`src/rtl/trap_capture.sv`:
```
module trap_capture #(
  parameter int          ADDR_W     = 32,
  parameter logic [31:0] VEC_BASE   = 32'h8000_0000,
  parameter logic [31:0] VEC_OFFSET = 32'h0000_0180,
  parameter logic [4:0]  CODE_SYS   = 5'd8,
  parameter logic [4:0]  CODE_BRK   = 5'd9
) (
  input  logic              clk,
  input  logic              rst_n,
  input  logic              trap_sys,
  input  logic              trap_brk,
  input  logic              older_exc,
  input  logic              in_delay_slot,
  input  logic [ADDR_W-1:0] insn_addr,
  input  logic [31:0]       insn_word,
  input  logic              eret,
  output logic [ADDR_W-1:0] epc,
  output logic [31:0]       cause_reg,
  output logic              status_bd,
  output logic              status_exl,
  output logic [19:0]       trap_code,
  output logic              redirect_valid,
  output logic [ADDR_W-1:0] redirect_pc,
  output logic              flush_younger
);

  localparam logic [ADDR_W-1:0] VECTOR = ADDR_W'(VEC_BASE + VEC_OFFSET);
  localparam logic [ADDR_W-1:0] SLOT   = ADDR_W'(4);

  logic       take;
  logic       leave;
  logic [4:0] code_q;

  assign take  = (trap_sys | trap_brk) & ~older_exc;
  assign leave = eret & ~take;

  assign redirect_valid = take | leave;
  assign flush_younger  = redirect_valid;
  assign redirect_pc    = take ? VECTOR : epc;
  assign cause_reg      = {25'b0, code_q, 2'b00};

  always_ff @(posedge clk) begin
    if (!rst_n) begin
      epc        <= '0;
      code_q     <= '0;
      status_bd  <= 1'b0;
      status_exl <= 1'b0;
      trap_code  <= '0;
    end else if (take) begin
      epc        <= in_delay_slot ? insn_addr - SLOT : insn_addr;
      code_q     <= trap_sys ? CODE_SYS : CODE_BRK;
      status_bd  <= in_delay_slot;
      status_exl <= 1'b1;
      trap_code  <= insn_word[25:6];
    end else if (leave) begin
      status_exl <= 1'b0;
    end
  end

  assert_vector_R1: assert property (@(posedge clk) disable iff (!rst_n)
    ((trap_sys || trap_brk) && !older_exc) |-> (flush_younger && redirect_pc == VECTOR));

  assert_code_R2: assert property (@(posedge clk) disable iff (!rst_n)
    take |=> (cause_reg[6:2] == CODE_SYS || cause_reg[6:2] == CODE_BRK));

  assert_epc_plain_R3: assert property (@(posedge clk) disable iff (!rst_n)
    (take && !in_delay_slot) |=> epc == $past(insn_addr));

  assert_epc_slot_R4: assert property (@(posedge clk) disable iff (!rst_n)
    (take && in_delay_slot) |=> epc == $past(insn_addr) - SLOT);

  assert_bd_R5: assert property (@(posedge clk) disable iff (!rst_n)
    take |=> status_bd == $past(in_delay_slot));

  assert_exl_R7: assert property (@(posedge clk) disable iff (!rst_n)
    take |=> status_exl);

  assert_blocked_R8: assert property (@(posedge clk) disable iff (!rst_n)
    older_exc |=> ($stable(epc) && $stable(cause_reg) && $stable(trap_code)));

  assert_return_R10: assert property (@(posedge clk) disable iff (!rst_n)
    (eret && !trap_sys && !trap_brk) |=> !status_exl);

endmodule

```
`config.mk`:
```
export PLATFORM = sky130hd
export DESIGN_NAME = trap_capture
export DESIGN_NICKNAME = d
export VERILOG_FILES = /design/src/rtl/trap_capture.sv
export SDC_FILE = /design/constraint.sdc
export NUM_CORES = 1
export LEC_CHECK = 0
export BUFFER_PORTS_ARGS = -buffer_cell sky130_fd_sc_hd__buf_2
export CAP_MARGIN = 20
export CORE_ASPECT_RATIO = 0.6
export CORE_MARGIN = 3
export CORE_UTILIZATION = 38
export CTS_BUF_LIST = sky130_fd_sc_hd__clkbuf_4 sky130_fd_sc_hd__clkbuf_8
export DETAILED_ROUTE_END_ITERATION = 16
export GPL_TIMING_DRIVEN = 0
export PLACE_DENSITY = 0.74
export SLEW_MARGIN = 15
export SYNTH_ARGS = -nofsm -noshare
export SYNTH_HDL_FRONTEND = slang
export SYNTH_SLANG_ARGS = --single-unit
```
`constraint.sdc`:
```
create_clock -name clk -period 2.71 [get_ports clk]
set_clock_uncertainty 0.15 [all_clocks]
set_input_delay 0.4065 -clock clk [delete_from_list [all_inputs] [get_ports clk]]
set_output_delay 0.4065 -clock clk [all_outputs]
set_load 0.005 [all_outputs]
```
# Word level (Yosys, flattened, before mapping)

Cells that the tools add are included.

Flip-flop bits (word level): 59
Input port bits: 71
Output and inout bits: 120

Add/subtract/negate cells: 1
Muxes and demuxes: 5
Bitwise logic cells: 6
Reductions and logical operators: 1

Operator list:

| kind                    | number |
|---|---|
| $mux W32                | 2 |
| $sub A32 B3 Y32 const B | 1 |
| $mux W1                 | 3 |
| $and A1 B1 Y1           | 2 |
| $not A1 Y1              | 2 |
| $or A1 B1 Y1            | 2 |
| $reduce_bool A2 Y1      | 1 |

# Longest topological paths before layout

Word-level depth: 6
Mapped depth: 7
Depth with buffers taken out: 7

# Worst setup path before layout

OpenSTA, ideal clock, no wires.

Path kind: input -> register
From: input in_delay_slot
To: register epc[29]
Library setup time: 134 ps
Arrival: 1,875 ps
Data required time: 2,426 ps
Slack: 551 ps
Stages on the path: 7
Cells stage by stage: buf_2 -> or4b_1 -> buf_2 -> nor4_4 -> nand4_1 -> mux2i_1 -> o22ai_1

Word-level cells in the longest chain between the ends: 1

Ends and longest elaborated chain:

| item                 | line | RTL |
|---|---|---|
| from (decl)          | 13   | `input logic in_delay_slot,` |
| $mux W32             | 50   | `epc <= in_delay_slot ? insn_addr - SLOT : insn_addr;` |
| to (signal assigned) | 50   |  |
| to (decl)            | 17   | `output logic [ADDR_W-1:0] epc,` |

Every way passes these cells.
A chain may end at the register's enable or synchronous reset.

# Worst setup path in the final report

From: input trap_brk
To: output redirect_valid

Word-level cells in the longest chain between the ends: 5

Ends and longest elaborated chain:

| item            | line | RTL |
|---|---|---|
| from (decl)     | 11   | `input logic trap_brk,` |
| $or A1 B1 Y1 *  | 34   | `assign take = (trap_sys \| trap_brk) & ~older_exc;` |
| $and A1 B1 Y1 * | 34   |  |
| $not A1 Y1      | 35   | `assign leave = eret & ~take;` |
| $and A1 B1 Y1   | 35   |  |
| $or A1 B1 Y1 *  | 37   | `assign redirect_valid = take \| leave;` |
| to (decl)       | 22   | `output logic redirect_valid,` |

Mark *: on every way between the ends. The rest lies on a longest branch, timed or not.

==> results.md <==
- The average size of a mapped cell is 7.80 sq um.
- The full die area is 8760 sq um.
- After detailed routing, the average wire length per cell comes to roughly 14 um.
- The filler cells instantiated in the layout total 706.
- The detailed router's first-iteration violation count is around 160.
- The number of port buffers is 147.
- The number of antenna violations at the first check in global routing is 0.
- The clock transition at the registers of the reported paths is approximately 0.090 ns.
- The detailed-route via count is 3097.
- The maximum number of buffers from clock root to sink is 2.
- The buffer cell driving the clock tree root is clkbuf_8.
- The fraction of layout instances using a drive strength above 1 is 35.3%.
- For this design the static power due to leakage is 1.98 nW.
- The part of the cycle the worst path needs is between 90 and 100%.
- The worst path in the final design needs a cycle of 2.52 ns, including I/O delays and setup.
- The final routed DRC violation total is 0.
- The relative slew slack is 46.9%.
- Derived from the worst setup path, the maximum achievable clock frequency is about 400 MHz.
- The overall routing resource usage is around a fifth.
- The part of the Yosys area used for sequential elements is about two fifths.
- The area growth from synthesis to layout is 37.4%.
- Setup repair after global routing could not meet its margin everywhere.
- The clock tree synthesis step divided the H-tree into 2 levels.
- The total overflow left after global routing is 0.
- Wire segments on met2 add up to 4040 um in the final route.
- The final number of hold-violating endpoints came to 0.
- The detailed router put a total of roughly 4200 um of wire on met1.
- Before antenna repair, the detailed router went through 4 iterations.
- The number of enable flip-flop cells after synthesis is 0.
- In the synthesized netlist the dominant register cell turns out to be dfxtp_1.
- Counting the buffers created by CTS gives 5.
- The smallest hold slack is 0.150 ns.
- The count of nets left with antenna violations once routing finished came out at 0.
- The worst-skew pair later-pin latency is 0.31 ns.
- The number of register bits inferred by synthesis is 56.
- STA classifies the critical path startpoint as an input pin.
- The half-perimeter wire length after detailed placement is 7500 um.
- The number of nets in the layout is 627.
- The flow ran to the end, and the final reports show no timing, DRC or antenna violations.
- The count of pins over their slew limit came to 0.
- The cell area after synthesis is between 2000 and 3000 sq um.
- Pin placement for this block handled 191 I/O pins.
- The worst setup path is captured at an output port.
- The number of global-route vias before repair is 2792.
- The path class of the lowest-slack min-delay path is input pin to flop.
- Once the floorplan was initialized, standard cells occupied 41.3% of the core.
- The synthesized instance count is 372.
- The top routing layer in use is met4.
- The transition time at the pin with the least slew margin is between 0.7 and 0.8 ns.
- The required time reported for the critical path endpoint is approximately 2.2 ns.
- The clock drives 56 sinks.
- The routed design uses 963 um of met3 wire.
- The die outline height is 73.7 um.
- The netlist uses 33 different library cells.
- The first global-routing pass estimated ~14000 um of wire.
- For the final routed database, the setup TNS stands at 0 ns.
- The async set-reset flop share out of synthesis is 0%.
- The detailed-route vias per instance is about 4.7.
- The floorplan has 23 rows.
- The number of antenna repair diodes is 0.
- The biggest fanout along the worst timing path is 10.
- The maximum number of pins on one net before global-route repair is 17.
- The global placement routability congestion is 0.946.
- During synthesis, Yosys emitted a total of 0 warnings.
- Max-cap violations in this run came to 0.
- The power per cell area is 466 nW/um^2.
- Across the VDD grid, the largest voltage drop is 0.303 mV.
- In this run the standard cell core region covers around 7000 sq um.
- Setup violations remaining at the end of the flow were counted as 0.
- The critical path class is input pin to output port.
- After detailed routing, the total wire length is 9300 um.
- The endpoint arrival time on the critical path is 1.97 ns.
- The die is 119 um wide.
- The CTS tree is yes.
-- synthesized netlist by cell type, drive strengths merged, types with 6 or more instances --
library cell	n	share of area, %
nor2	20	2.6
inv	6	0.78
o21ai	22	3.8
nor4	7	2.5
dfxtp	56	39
a21oi	48	8.3
xor2	16	4.8
xnor2	11	3.3
and2	27	5.8
buf	36	8.8
nor3	8	1.4
clkbuf	19	2.5
nand2	57	7.4
-- layout make-up --
cell class	count	area (sq um)	area share [%]
Multi-Input combinational cell	284	1540	38.6
Sequential cell	56	1120	28.1
Timing Repair Buffer	147	736	18.4
Buffer	55	332	8.31
Tap cell	100	125	3.14
Clock buffer	6	76.3	1.91
Clock inverter	2	35.0	0.878
Inverter	6	22.5	0.565
-- worst max-delay path, cell delays in order --
cell and delay [ns]:
buf_2 0.11, o21ai_1 0.33, clkbuf_1 0.43, clkbuf_2 0.33
nand2b_1 0.10, buf_4 0.14, buf_2 0.11
-- path summary, 6_finish.rpt --
check          startpoint  slack, ns  cells after the start              to
max              trap_brk       0.19                      7  redirect_valid
min              trap_sys       0.15                      2       code_q[0]
max reg2reg       epc[29]       1.71                      3         epc[29]
min reg2reg  trap_code[8]       0.31                      2    trap_code[8]
-- cell families (layout without fill, tap and decap cells) --
logic type               Yosys count  count (layout)  synth area share (%)
other                              1              30                 0.129
multiplexers                       1               1                 0.345
AO/OA/AOI/OAI                     80              80                  14.5
adder cells (fa/ha/maj)            1               1                 0.431
XOR/XNOR                          27              27                  8.15
AND/OR/NAND/NOR                  145             145                  25.8
buffers and inverters             61             216                  12.0
flip-flops                        56              56                  38.6
-- layer usage --
| metal | vias up | global-route usage, % |
|---|---|---|
| met5 | - | 0 |
| met4 | 0 | 5.26 |
| met3 | 9 | 5.92 |
| met2 | 154 | 30.9 |
| met1 | 1387 | 28.4 |
| li1 | 1547 | - |
-- placed cells by master, fill, tap and decap left out, types with 6 or more instances in the layout --
cell type,n
a21oi_1,48
and2_1,27
buf_2,150
buf_4,31
clkbuf_1,15
conb_1,30
dfxtp_1,56
inv_1,6
nand2_1,57
nor2_1,20
nor3_1,8
o21ai_0,21
xnor2_1,11
xor2_1,16
-- power by group --
part           leakage, nW  total [mW]  switching [mW]  internal, mW
registers            0.463       0.910          0.0313         0.879
clock network       0.0586       0.553           0.268         0.285
logic                 1.46       0.394           0.210         0.185
total                 1.98        1.86           0.510          1.35
-- stage by stage --
stage,setup WS (ns),util (%),area [sq um],instances,total power [mW]
6_report,0.186,56.8,3990,656,1.86
4_1_cts,0.0637,56.8,3990,656,1.89
3_3_place_gp,-0.179,55.1,3870,648,1.31
2_1_floorplan,0.551,-,3010,401,1.13
5_1_grt,-0.00253,56.8,3990,656,1.96
3_5_place_dp,-0.207,55.1,3870,648,1.32
-- sequential cells by signal, indices dropped and copies added (netlist names) --
name	flops
epc	32
trap_code	20
code_q	2
status_bd	1
status_exl	1
-- repair_timing --
action	in CTS	in global routing
gates resized for setup	2	6
hold buffers	0	0
setup endpoints to repair	27	23
setup buffers	0	0
Power figures use the tool's default switching activity.
